[src/rtl/shm_pkg.sv]
package shm_pkg;

    // Default operand width of the multiplier.
    localparam int unsigned SHM_DEF_WIDTH = 32;

    // Sequencer states.
    typedef enum logic {
        SHM_IDLE = 1'b0,
        SHM_RUN  = 1'b1
    } shm_state_e;

    // Width of a down-counter that must hold the value n.
    function automatic int unsigned shm_cnt_bits(input int unsigned n);
        return (n < 2) ? 1 : $clog2(n + 1);
    endfunction

endpackage

[src/rtl/shm_adder.sv]
// Narrow adder: adds an addend (gated by enable) to the upper half,
// returning WIDTH+1 bits so the carry-out is preserved.
module shm_adder #(
    parameter int unsigned WIDTH = shm_pkg::SHM_DEF_WIDTH
) (
    input  logic [WIDTH-1:0] upper,
    input  logic [WIDTH-1:0] addend,
    input  logic             enable,
    output logic [WIDTH:0]   sum
);
    logic [WIDTH-1:0] gated;

    always_comb begin
        gated = enable ? addend : '0;
        sum   = {1'b0, upper} + {1'b0, gated};
    end
endmodule

[src/rtl/shm_ctrl.sv]
// Sequencer: accepts a request, counts WIDTH steps, emits done.
module shm_ctrl
    import shm_pkg::*;
#(
    parameter int unsigned WIDTH = SHM_DEF_WIDTH
) (
    input  logic clk,
    input  logic rst,
    input  logic start,
    output logic load,
    output logic step,
    output logic busy,
    output logic done
);
    localparam int unsigned CW = shm_cnt_bits(WIDTH);

    shm_state_e    state_q;
    logic [CW-1:0] left_q;
    logic          done_q;

    always_comb begin
        load = (state_q == SHM_IDLE) && start;
        step = (state_q == SHM_RUN);
        busy = (state_q == SHM_RUN);
        done = done_q;
    end

    always_ff @(posedge clk) begin
        if (rst) begin
            state_q <= SHM_IDLE;
            left_q  <= '0;
            done_q  <= 1'b0;
        end else begin
            done_q <= 1'b0;
            unique case (state_q)
                SHM_IDLE: begin
                    if (start) begin
                        state_q <= SHM_RUN;
                        left_q  <= CW'(WIDTH);
                    end
                end
                SHM_RUN: begin
                    left_q <= left_q - CW'(1);
                    if (left_q == CW'(1)) begin
                        state_q <= SHM_IDLE;
                        done_q  <= 1'b1;
                    end
                end
                default: state_q <= SHM_IDLE;
            endcase
        end
    end
endmodule

[src/rtl/shm_datapath.sv]
// Multiplicand register plus one double-width product register whose
// low half initially holds the multiplier and is consumed by shifting.
module shm_datapath #(
    parameter int unsigned WIDTH = shm_pkg::SHM_DEF_WIDTH
) (
    input  logic               clk,
    input  logic               rst,
    input  logic               load,
    input  logic               step,
    input  logic [WIDTH-1:0]   mcand_in,
    input  logic [WIDTH-1:0]   mplier_in,
    output logic [2*WIDTH-1:0] product
);
    localparam int unsigned PW = 2 * WIDTH;

    logic [WIDTH-1:0] mcand_q;
    logic [PW-1:0]    prod_q;
    logic [WIDTH:0]   sum;
    logic [PW-1:0]    prod_next;

    shm_adder #(.WIDTH(WIDTH)) u_adder (
        .upper  (prod_q[PW-1:WIDTH]),
        .addend (mcand_q),
        .enable (prod_q[0]),
        .sum    (sum)
    );

    // Shift right by one with the carry-out taking the top bit.
    generate
        if (WIDTH > 1) begin : g_wide
            always_comb prod_next = {sum, prod_q[WIDTH-1:1]};
        end else begin : g_single
            always_comb prod_next = sum;
        end
    endgenerate

    always_ff @(posedge clk) begin
        if (rst) begin
            mcand_q <= '0;
            prod_q  <= '0;
        end else if (load) begin
            mcand_q <= mcand_in;
            prod_q  <= {{WIDTH{1'b0}}, mplier_in};
        end else if (step) begin
            prod_q  <= prod_next;
        end
    end

    assign product = prod_q;
endmodule

[src/rtl/shift_add_mult.sv]
module shift_add_mult
    import shm_pkg::*;
#(
    parameter int unsigned WIDTH = SHM_DEF_WIDTH
) (
    input  logic               clk,
    input  logic               rst,
    input  logic               start,
    input  logic [WIDTH-1:0]   multiplicand,
    input  logic [WIDTH-1:0]   multiplier,
    output logic               busy,
    output logic               done,
    output logic [2*WIDTH-1:0] product
);
    logic load;
    logic step;

    shm_ctrl #(.WIDTH(WIDTH)) u_ctrl (
        .clk   (clk),
        .rst   (rst),
        .start (start),
        .load  (load),
        .step  (step),
        .busy  (busy),
        .done  (done)
    );

    shm_datapath #(.WIDTH(WIDTH)) u_dp (
        .clk       (clk),
        .rst       (rst),
        .load      (load),
        .step      (step),
        .mcand_in  (multiplicand),
        .mplier_in (multiplier),
        .product   (product)
    );
endmodule

[config.mk]
export PLATFORM = sky130hd
export DESIGN_NAME = shift_add_mult
export DESIGN_NICKNAME = d
export VERILOG_FILES = /design/src/rtl/shm_pkg.sv /design/src/rtl/shm_adder.sv /design/src/rtl/shm_ctrl.sv /design/src/rtl/shm_datapath.sv /design/src/rtl/shift_add_mult.sv
export SDC_FILE = /design/constraint.sdc
export NUM_CORES = 1
export LEC_CHECK = 0
export ABC_AREA = 0
export BUFFER_PORTS_ARGS = -buffer_cell sky130_fd_sc_hd__buf_2
export CAP_MARGIN = 20
export CELL_PAD_IN_SITES_DETAIL_PLACEMENT = 1
export CELL_PAD_IN_SITES_GLOBAL_PLACEMENT = 2
export CORE_MARGIN = 1.5
export CORE_UTILIZATION = 31
export CTS_BUF_LIST = sky130_fd_sc_hd__clkbuf_16
export CTS_CLUSTER_DIAMETER = 200
export DETAILED_ROUTE_END_ITERATION = 8
export PLACE_DENSITY = 0.81
export SLEW_MARGIN = 0
export SYNTH_ARGS = -nofsm -noshare
export SYNTH_HDL_FRONTEND = slang
export SYNTH_SLANG_ARGS = --single-unit
[constraint.sdc]
create_clock -name clk -period 3.3 [get_ports clk]
set_input_delay 0.33 -clock clk [delete_from_list [all_inputs] [get_ports clk]]
set_output_delay 0.33 -clock clk [all_outputs]
set_load 0.005 [all_outputs]
# Yosys cells after proc, flatten, opt, wreduce, memory -nomap -nowiden
# Cells that the tools add are included.
[totals]
rom_bits = 0
out_inout_bits = 66
ramBits = 0
latch_bits = 0
n_memories = 0
reg_bits = 104
in_bits = 67
[classes]
n_mul = 0
shift = 0
bitwise = 1
muxes = 9
addsub = 2
n_div = 0
reduce_logical = 4
magnitude_cmp = 0
eq_ne = 2
[ops]
columns = ["operator", "n"]
rows = [
  ["2-to-1 mux 32 bit", 3],
  ["adder 32 x 32 -> 33 bit", 1],
  ["case mux 6 bit (2 select lines)", 1],
  ["equality test 6 x 1 -> 1 bit (second input constant)", 1],
  ["2-to-1 mux 6 bit", 1],
  ["subtractor 6 x 1 -> 6 bit (second input constant)", 1],
  ["OR reduction 2 bit", 2],
  ["2-to-1 mux 1 bit", 3],
  ["!= test 2 bit (second input constant)", 1],
  ["case mux 1 bit (2 select lines)", 1],
  ["nonzero test 2 bit", 1],
  ["logical AND 1 bit", 1],
  ["inverter 1 bit", 1],
]

# Depth between registers and ports, before layout
# Gate-level depths: netlist of run 1.
[logic_depth]
ltp_word = 4
ltp_mapped = 11
depth_no_buf = 10

# Modules after synthesis
# A second synthesis of run 1 with hierarchy kept.
[unflattened]
hier_cells = 657
hier_area_um2 = 6164.7
[by_module_without_submodules]
columns = ["module", "seq_area_each_um2", "cells_each", "area_per_inst_um2", "n_inst"]
rows = [
  ["shm_datapath", 1921.8, 350, 3811.2, 1],
  ["shm_adder", 0.0, 264, 1954.4, 1],
  ["shm_ctrl", 160.2, 43, 399.1, 1],
]

# Least setup slack after synthesis of run 1
# No wires, ideal clock.
[synth_path]
path_type = "reg2reg"
startpoint = "reg u_dp.prod_q[0] (netlist: u_dp.product[0])"
endpoint = "reg u_dp.prod_q[59] (netlist: u_dp.product[59])"
n_path_buf = 1
t_required_ns = 3.183
arrival_time_ns = 2.624
setup_slack_ns = 0.558
stages_incl_launch_ff = 12
period_less_slack_ns = 2.742
cell_sequence = "dfxtp_1 clkbuf_1 and2_1 ha_1 fa_1 a21o_1 a41o_1 o211ai_2 a21oi_2 nor3b_1 or3_1 a32o_1"
[synth_between]
elab_chain_len = 2
[synth_rtl]
columns = ["element", "line", "rtl"]
rows = [
  ["start: declaration", "shm_datapath.sv:17", "logic [PW-1:0] prod_q;"],
  ["start signal: assignment", "shm_datapath.sv:43", "prod_q <= {{WIDTH{1'b0}}, mplier_in};"],
  ["start signal: assignment", "shm_datapath.sv:45", "prod_q <= prod_next;"],
  ["2-to-1 mux 32 bit", "shm_adder.sv:14", "gated = enable ? addend : '0;"],
  ["adder 32 x 32 -> 33 bit", "shm_adder.sv:15", "sum = {1'b0, upper} + {1'b0, gated};"],
]
# No other way between the ends.
# A chain may end at the register's enable or synchronous reset.

# Worst setup path in the final report of run 1
# Ends and elaborated chain as after synthesis.

==> reports/metrics.yaml, run 1 <==
status:
  run_status: "complete, no violations"
placement:
  dp_worst_setup_slack_ns: 0.354
  dp.final_hpwl_mm: 13.8
  globalplace.congestion: 0.840
  place_area_sq_um: 6870
  io_buffer_count: 132
drt:
  drt.antenna.violating_nets: 0
  dr_pass1_iterations: 6
  dr.first_iter.drc_count: 272
  postRouteWirelength_mm: 18.3
  detailroute.via_count: 5701
  route.detailed.drc: 0
  wl_per_cell_um: 16.1
  post_drt_via_cell_ratio: 5.00
sta:
  timing_worst_slew_pin_value_ns: 0.954
  slew-limit-headroom_pct: 36.4
  layout_worst_path_cycle_share_pct: 90.0
  final_hold_viol_count: 0
  rsz0062_at_grt: "no"
  timing.final.crit_period_ns: 2.97
  finalSetupViolations: 0
  finalMaxSlewViolations: 0
  setup_total_negative_slack_ns: 0
  final_worst_setup_slack_ns: 0.330
  final.setup_skew_ns: 0.00949
  timing.fmax_ghz: 0.337
cts:
  cts_resized: 0
  cts_hold_buf: 0
  clockRootBuffer: "sky130_fd_sc_hd__clkbuf_16"
  cts_buffer_depth: 2
  setup_buffers_after_cts: 0
  cts_max_level: 3
  cts.sinks: 104
  cts_tree: "done"
  clk_latency_ns: 0.36
  clk_pin_slew_ns: 0.08
  cts_inserted_buffers: 9
final_layout:
  final_common_cell: "sky130_fd_sc_hd__buf_2"
  final_area_sq_um: 7180
  final_cell_mix: "sky130_fd_sc_hd__buf_2 (132), sky130_fd_sc_hd__nand2_1 (109), sky130_fd_sc_hd__a21oi_1 (107)"
  layout-drive-gt1-share_pct: 19.7
  nFillCells: 2333
  layout.nets: 977
  area_delta_synth_final_pct: 20.2
yosys:
  synth_fp_nets: 867
  synth_flop_cell: "sky130_fd_sc_hd__dfxtp_1"
  mappedNetlistArea_sq_um: 5980
  synth_edf_count: 0
  fraction_of_registers_with_async_set_or_reset_after_synthesis_pct: 0
  ys.warnings.count: 0
  syn-mean-instance-area_sq_um: 7.81
  post_synthesis_sequential_element_count: 104
  post_synth_inst_count: 765
  share_of_the_yosys_chip_area_belonging_to_registers_pct: 34.8
  post_synth_num_cell_types: 57
min_path:
  count_of_cells_along_the_worst_hold_path: 2
  hold_path_end: "u_dp.mcand_q[18]"
  hold_start: "rst"
  hold_path_class: "input pin to flop"
floorplanning:
  fp.dieArea_sq_um: 20100
  floorplan_core_area_sq_um: 18800
  chip_height_um: 142
  rows: 50
  num_io_pins: 133
  initial_utilization_pct: 31.7
  die_width_um: 142
critical_path:
  worstReg2RegStart: "u_dp.product[0]"
  rr_worst_depth: 10
  timing.critical_path.to_type: "flop"
  reg2reg_setup_slack_ns: 0.33
  crit_path_max_fanout: 15
  worstPathArrival_ns: 3.22
  timing.setup.critical_path_class: "flop to flop"
  worst-endpoint-required_ns: 3.55
  crit_path_start_kind: "flop"
  timing.rr.end: "u_dp.product[59]"
power_and_ir_drop:
  power_per_cell_area_nw_per_um2: 399
  total_leakage_power_uw: 0.00337
  vdd.ir_drop.worst_mv: 0.256
grt:
  grt_first_pass_wirelength_mm: 29.6
  antenna_found_initial: 2
  grt_pass1_vias: 5707
  global_route.usage.total_pct: 18.5
  pin_count_of_the_biggest_net_entering_global_routing: 89
  global_route.overflow_total: 0
run:
  drv.max_cap_violation_count: 0
==> critical path: stages (launching register included) <==
cell,delay (ns)
sky130_fd_sc_hd__dfxtp_1,0.44
sky130_fd_sc_hd__and2_1,0.23
sky130_fd_sc_hd__ha_1,0.21
sky130_fd_sc_hd__fa_1,0.41
sky130_fd_sc_hd__a21o_1,0.24
sky130_fd_sc_hd__a41o_1,0.30
sky130_fd_sc_hd__o211ai_2,0.21
sky130_fd_sc_hd__a21oi_2,0.11
sky130_fd_sc_hd__nor3b_1,0.17
sky130_fd_sc_hd__or3_1,0.32
sky130_fd_sc_hd__a32o_1,0.24
==> sequential cells by signal (all words and copies together) (netlist names) <==
name / flops
u_ctrl.done: 1
u_ctrl.busy: 1
u_dp.mcand_q: 32
u_ctrl.left_q: 6
u_dp.product: 64
==> power by group <==
part / total (uW) / internal [uW] / switching [uW] / leakage, uW
registers: 1360 / 1310 / 46.9 / 0.000850
logic: 346 / 147 / 199 / 0.00237
clock network: 1160 / 607 / 551 / 0.000154
total: 2860 / 2070 / 798 / 0.00337
==> how the worst max path moves through the flow <==
stage / slack, ns / startpoint / end
after floorplan: 0.56 / u_dp.product[0] / u_dp.product[59]
after global placement: 0.41 / u_dp.product[0] / u_dp.product[53]
after detailed placement: 0.35 / u_dp.product[0] / u_dp.product[53]
after CTS: 0.32 / u_dp.product[0] / u_dp.product[53]
after global routing: 0.17 / u_dp.product[0] / u_dp.product[59]
final: 0.33 / u_dp.product[0] / u_dp.product[59]
==> cell families (layout without fill, tap and decap cells) <==
group / after synthesis / in the layout / share of synthesized area, %
AO/OA/AOI/OAI: 201 / 201 / 20.3
XOR/XNOR: 24 / 24 / 3.52
adder cells (fa/ha/maj): 35 / 35 / 7.45
buffers and inverters: 59 / 174 / 3.98
flip-flops: 104 / 104 / 34.8
multiplexers: 45 / 45 / 7.54
other: 0 / 1 / 0
AND/OR/NAND/NOR: 297 / 297 / 22.4
==> cells in the mapped netlist (8+ instances only) <==
cell	number	area, sq um
sky130_fd_sc_hd__nand2b_1	9	56.3
sky130_fd_sc_hd__xnor2_1	9	78.8
sky130_fd_sc_hd__mux2i_1	45	450
sky130_fd_sc_hd__dfxtp_1	104	2080
sky130_fd_sc_hd__clkbuf_1	32	120
sky130_fd_sc_hd__a21o_1	12	90.1
sky130_fd_sc_hd__nor2_1	96	360
sky130_fd_sc_hd__nor3_1	8	40.0
sky130_fd_sc_hd__nand3_1	10	50.1
sky130_fd_sc_hd__inv_1	15	56.3
sky130_fd_sc_hd__o21ai_0	31	155
sky130_fd_sc_hd__nand2_1	109	409
sky130_fd_sc_hd__xor2_1	15	131
sky130_fd_sc_hd__a21oi_1	107	536
sky130_fd_sc_hd__ha_1	34	425
sky130_fd_sc_hd__and2_1	35	219
==> cell type report <==
cell class | instances | area (sq um) | share of cell area (%)
clock buffers | 9 | 225 | 3.14
flip-flops and latches | 104 | 2090 | 29.0
well taps | 260 | 325 | 4.53
diodes | 1 | 2.50 | 0.0348
clock inverters | 7 | 85.1 | 1.18
inverters | 15 | 56.3 | 0.784
repair buffers | 143 | 743 | 10.3
multi-input cells | 602 | 3660 | 50.9
==> through the flow <==
step	hold WS (ns)	util [%]	total power, uW	cells
after CTS	0.181	38.1	2910	1140
after global routing	0.187	38.1	3010	1141
final	0.193	38.1	2860	1141
after detailed placement	0.442	36.5	1740	1124
after floorplan	0.432	-	1600	765
after global placement	0.438	36.5	1740	1124
==> metal layers <==
metal / global-route usage [%] / wire, um / vias to the layer above
li1: - / - / 2873
met1: 24.5 / 8960 / 2719
met2: 31.0 / 8510 / 92
met3: 3.68 / 636 / 15
met4: 4.29 / 218 / 2
met5: 0 / 12 / -
Note: power is estimated with default switching activity, not from simulation.
==> run 2: changes to the inputs <==
--- a/config.mk
+++ b/config.mk
@@ -5,17 +5,17 @@
 export SDC_FILE = /design/constraint.sdc
 export NUM_CORES = 1
 export LEC_CHECK = 0
-export ABC_AREA = 0
+export ABC_AREA = 1
 export BUFFER_PORTS_ARGS = -buffer_cell sky130_fd_sc_hd__buf_2
 export CAP_MARGIN = 20
 export CELL_PAD_IN_SITES_DETAIL_PLACEMENT = 1
 export CELL_PAD_IN_SITES_GLOBAL_PLACEMENT = 2
 export CORE_MARGIN = 1.5
-export CORE_UTILIZATION = 31
+export CORE_UTILIZATION = 29
 export CTS_BUF_LIST = sky130_fd_sc_hd__clkbuf_16
 export CTS_CLUSTER_DIAMETER = 200
 export DETAILED_ROUTE_END_ITERATION = 8
-export PLACE_DENSITY = 0.81
+export PLACE_DENSITY = 0.82
 export SLEW_MARGIN = 0
 export SYNTH_ARGS = -nofsm -noshare
 export SYNTH_HDL_FRONTEND = slang
==> run 2 against run 1 <==
  * Final cell count increased by 41%
  * Clock skew up 0.00077 ns
  * Critical path depth up 5
  * Area after synthesis rose by 15%
  * Cell area increased by 13%
  * Clock power is 8% lower
  * Non-clock buffer count shrank 1
  * First-iteration DRC count increased by 2.6%
  * Worst setup slack better by 0.55 ns
  * Global-route usage is 0.88 points higher
  * Largest cell class unchanged
  * Largest power group unchanged
==> reports/metrics.yaml, run 2 <==
status:
  run_status: "complete, no violations"  # unchanged
power_and_ir_drop:
  total_power_uw: 2990  # was 2860 uW
  total_leakage_power_uw: 0.00497  # was 0.00337 uW
  p_comb_share_pct: 17.0  # was 12.1%
  power.net_switching_uw: 936  # was 798 uW
  power_frac_clock_pct: 35.9  # was 40.4%
  power_per_cell_area_nw_per_um2: 367  # was 399 nW/um^2
  share_seq_of_total_power_pct: 47.1  # was 47.5%
  vdd.ir_drop.worst_mv: 0.255  # was 0.256 mV
  switching_share_pct: 31.3  # was 27.9%
  internal_cell_power_uw: 2050  # was 2070 uW
final_layout:
  final_area_sq_um: 8130  # was 7180 sq um
  layout-drive-gt1-share_pct: 16.0  # was 19.7%
  final_cell_mix: "sky130_fd_sc_hd__nand2_1 (380), sky130_fd_sc_hd__inv_1 (221), sky130_fd_sc_hd__nor2_1 (164)"  # was sky130_fd_sc_hd__buf_2 (132), sky130_fd_sc_hd__nand2_1 (109), sky130_fd_sc_hd__a21oi_1 (107)
  nFillCells: 3201  # was 2,333
  largest_reg_flops: 64  # unchanged
  layout.nets: 1386  # was 977
  area_delta_synth_final_pct: 18.0  # was 20.2%
  final_common_cell: "sky130_fd_sc_hd__nand2_1"  # was sky130_fd_sc_hd__buf_2
  final_cell_count_no_fill: 1609  # was 1,141
critical_path:
  cp_common_cell: "sky130_fd_sc_hd__nand3_1"
  worstPathBufferInverterCount: 3  # was 0
  path_depth: 15  # was 10
  critical_path_max_stage_delay_ns: 0.46  # was 0.44 ns
  crit_path_start_kind: "flop"  # unchanged
  rr_worst_depth: 15  # was 10
  timing.critical_path.cells: "buf_4, nand2_1, inv_1, ha_1, fa_1, nand3_1, nand3_1, nand3_1, nand3_2, nand3_1, nand2_1, nand2_1, nand3_1, nand2_1, inv_1"  # was and2_1, ha_1, fa_1, a21o_1, a41o_1, o211ai_2, a21oi_2, nor3b_1, or3_1, a32o_1
  worstPathArrival_ns: 2.69  # was 3.22 ns
  reg2reg_setup_slack_ns: 0.88  # was 0.33 ns
  worst-endpoint-required_ns: 3.57  # was 3.55 ns
  cell_with_the_largest_stage_delay_on_the_worst_path: "sky130_fd_sc_hd__fa_1"  # was sky130_fd_sc_hd__dfxtp_1
  crit_path_max_fanout: 33  # was 15
  cpLargestDelayFamily: "simple AND/OR/NAND/NOR gates"  # was compound AO/OA/AOI/OAI gates
  timing.critical_path.to_type: "flop"  # unchanged
  timing.setup.critical_path_class: "flop to flop"  # unchanged
floorplanning:
  rows: 56  # was 50
  floorplan_core_area_sq_um: 23400  # was 18,800 sq um
  num_io_pins: 133  # unchanged
  initial_utilization_pct: 29.4  # was 31.7%
  fp.dieArea_sq_um: 24700  # was 20,100 sq um
  chip_height_um: 157  # was 142 um
  die_width_um: 157  # was 142 um
yosys:
  synth_top_cell_area_share_pct: 30.2  # was 34.8%
  synthTopCellsByArea: "sky130_fd_sc_hd__dfxtp_1 (30%), sky130_fd_sc_hd__nand2_1 (21%), sky130_fd_sc_hd__inv_1 (12%), sky130_fd_sc_hd__nor2_1 (9.0%), sky130_fd_sc_hd__ha_1 (6.2%)"  # was sky130_fd_sc_hd__dfxtp_1 (35%), sky130_fd_sc_hd__a21oi_1 (9.0%), sky130_fd_sc_hd__mux2i_1 (7.5%), sky130_fd_sc_hd__ha_1 (7.1%), sky130_fd_sc_hd__nand2_1 (6.8%)
  synth_fp_nets: 1272  # was 867
  post_synth_num_cell_types: 33  # was 57
  ys.warnings.count: 0  # unchanged
  synthDominantAreaCellType: "sky130_fd_sc_hd__dfxtp_1"  # unchanged
  syn-mean-instance-area_sq_um: 5.89  # was 7.81 sq um
  share_of_the_yosys_chip_area_belonging_to_registers_pct: 30.2  # was 34.8%
  yosys-top-cells-count: "sky130_fd_sc_hd__nand2_1 (380), sky130_fd_sc_hd__inv_1 (222), sky130_fd_sc_hd__nor2_1 (165), sky130_fd_sc_hd__dfxtp_1 (104), sky130_fd_sc_hd__nand3_1 (64)"  # was sky130_fd_sc_hd__nand2_1 (109), sky130_fd_sc_hd__a21oi_1 (107), sky130_fd_sc_hd__dfxtp_1 (104), sky130_fd_sc_hd__nor2_1 (96), sky130_fd_sc_hd__mux2i_1 (45)
  post_synthesis_sequential_element_count: 104  # unchanged
  fraction_of_registers_with_async_set_or_reset_after_synthesis_pct: 0  # unchanged
  synthMostInstantiatedCell: "sky130_fd_sc_hd__nand2_1"  # unchanged
  synth_flop_cell: "sky130_fd_sc_hd__dfxtp_1"  # unchanged
  synth_edf_count: 0  # unchanged
  mappedNetlistArea_sq_um: 6890  # was 5980 sq um
  post_synth_inst_count: 1170  # was 765
cts:
  cts.sinks: 104  # unchanged
  clk_pin_slew_ns: 0.08  # about the same
  cts_inserted_buffers: 9  # unchanged
  cts_buffer_depth: 2  # unchanged
  cts_max_level: 3  # unchanged
  clockRootBuffer: "sky130_fd_sc_hd__clkbuf_16"  # unchanged
  cts_resized: 0  # unchanged
  cts_hold_buf: 0  # unchanged
  clk_latency_ns: 0.36  # about the same
  setup_buffers_after_cts: 0  # unchanged
  cts_tree: "done"  # unchanged
sta:
  rsz0062_at_grt: "no"  # unchanged
  timing_worst_slew_pin_value_ns: 0.946  # was 0.954 ns
  final.setup_skew_ns: 0.0103  # was 0.00949 ns
  finalMaxSlewViolations: 0  # unchanged
  setup_total_negative_slack_ns: 0  # unchanged
  timing.final.crit_period_ns: 2.42  # was 2.97 ns
  finalSetupViolations: 0  # unchanged
  layout_worst_path_cycle_share_pct: 73.4  # was 90.0%
  final_hold_viol_count: 0  # unchanged
  timing.fmax_ghz: 0.413  # was 0.337 GHz
  slew-limit-headroom_pct: 36.9  # was 36.4%
placement:
  place_area_sq_um: 7850  # was 6870 sq um
  dp_cells: 1592  # was 1,124
  io_buffer_count: 132  # unchanged
  globalplace.congestion: 0.826  # was 0.840
  dp.final_hpwl_mm: 17.9  # was 13.8 mm
grt:
  global_route.usage.total_pct: 19.4  # was 18.5%
  pin_count_of_the_biggest_net_entering_global_routing: 59  # was 89
  grt_first_pass_wirelength_mm: 37.4  # was 29.6 mm
  grt_pass1_vias: 7230  # was 5,707
  global_route.overflow_total: 0  # unchanged
  antenna_found_initial: 4  # was 2
min_path:
  count_of_cells_along_the_worst_hold_path: 3  # was 2
  hold_path_class: "input pin to flop"  # unchanged
run:
  drv.max_cap_violation_count: 0  # unchanged
drt:
  dr.first_iter.drc_count: 279  # was 272
  wl_per_cell_um: 14.3  # was 16.1 um
  postRouteWirelength_mm: 23.0  # was 18.3 mm
  detailroute.via_count: 7127  # was 5,701
  post_drt_via_cell_ratio: 4.43  # was 5.00
  drt.antenna.violating_nets: 0  # unchanged
  dr_pass1_iterations: 4  # was 6
  route.detailed.drc: 0  # unchanged
[run 2: cells by family after synthesis]
family                   after synthesis  synth area share, %
AO/OA/AOI/OAI                         95                 7.57
XOR/XNOR                              14                 1.78
flip-flops                           104                 30.2
adder cells (fa/ha/maj)               35                 6.46
buffers and inverters                269                 15.2
AND/OR/NAND/NOR                      653                 38.8
[run 2: cell type report]
type | instances | area, sq um | share of cell area [%]
Clock buffer | 9 | 225 | 2.77
Clock inverter | 7 | 52.6 | 0.646
Timing Repair Buffer | 142 | 736 | 9.04
Antenna cell | 1 | 2.50 | 0.0308
Multi-Input combinational cell | 797 | 3770 | 46.4
Tap cell | 319 | 399 | 4.91
Sequential cell | 104 | 2080 | 25.6
Inverter | 230 | 863 | 10.6
[run 2: final timing paths]
| path | end | startpoint |
|---|---|---|
| worst max register to register | u_dp.product[51] | u_dp.product[0] |
| worst max-delay path | u_dp.product[51] | u_dp.product[0] |
| worst min-delay path | u_dp.mcand_q[4] | multiplicand[4] |
| worst min register to register | u_ctrl.left_q[3] | u_ctrl.left_q[3] |
[run 2: per-layer routing]
layer	global-route usage [%]	up-vias	share of wire, %
met2	31.8	113	44
met5	0	-	0.13
li1	-	3726	-
met3	5.31	18	5.6
met4	4.13	4	1.1
met1	25.5	3266	49
[run 2: worst min-delay path: stages]
cell                     delay (ns)
sky130_fd_sc_hd__buf_2         0.07
sky130_fd_sc_hd__nor2_1        0.03
sky130_fd_sc_hd__nor2_1        0.08
[run 2: through the flow]
| step | utilization (%) | hold slack, ns | worst slack [ns] |
|---|---|---|---|
| CTS | 34.7 | 0.180 | 0.840 |
| detailed placement | 33.6 | 0.483 | 0.861 |
| global placement | 33.6 | 0.471 | 0.899 |
| floorplan | - | 0.402 | 1.11 |
| global route | 34.7 | 0.192 | 0.602 |
| finish | 34.8 | 0.191 | 0.879 |
[run 2: power groups by stage]
stage	clock, uW	combinational (uW)	sequential, uW
4_1_cts	1110	519	1410
3_3_place_gp	0	504	1440
5_1_grt	1160	585	1420
2_1_floorplan	0	322	1420
3_5_place_dp	0	516	1440
6_report	1070	507	1410
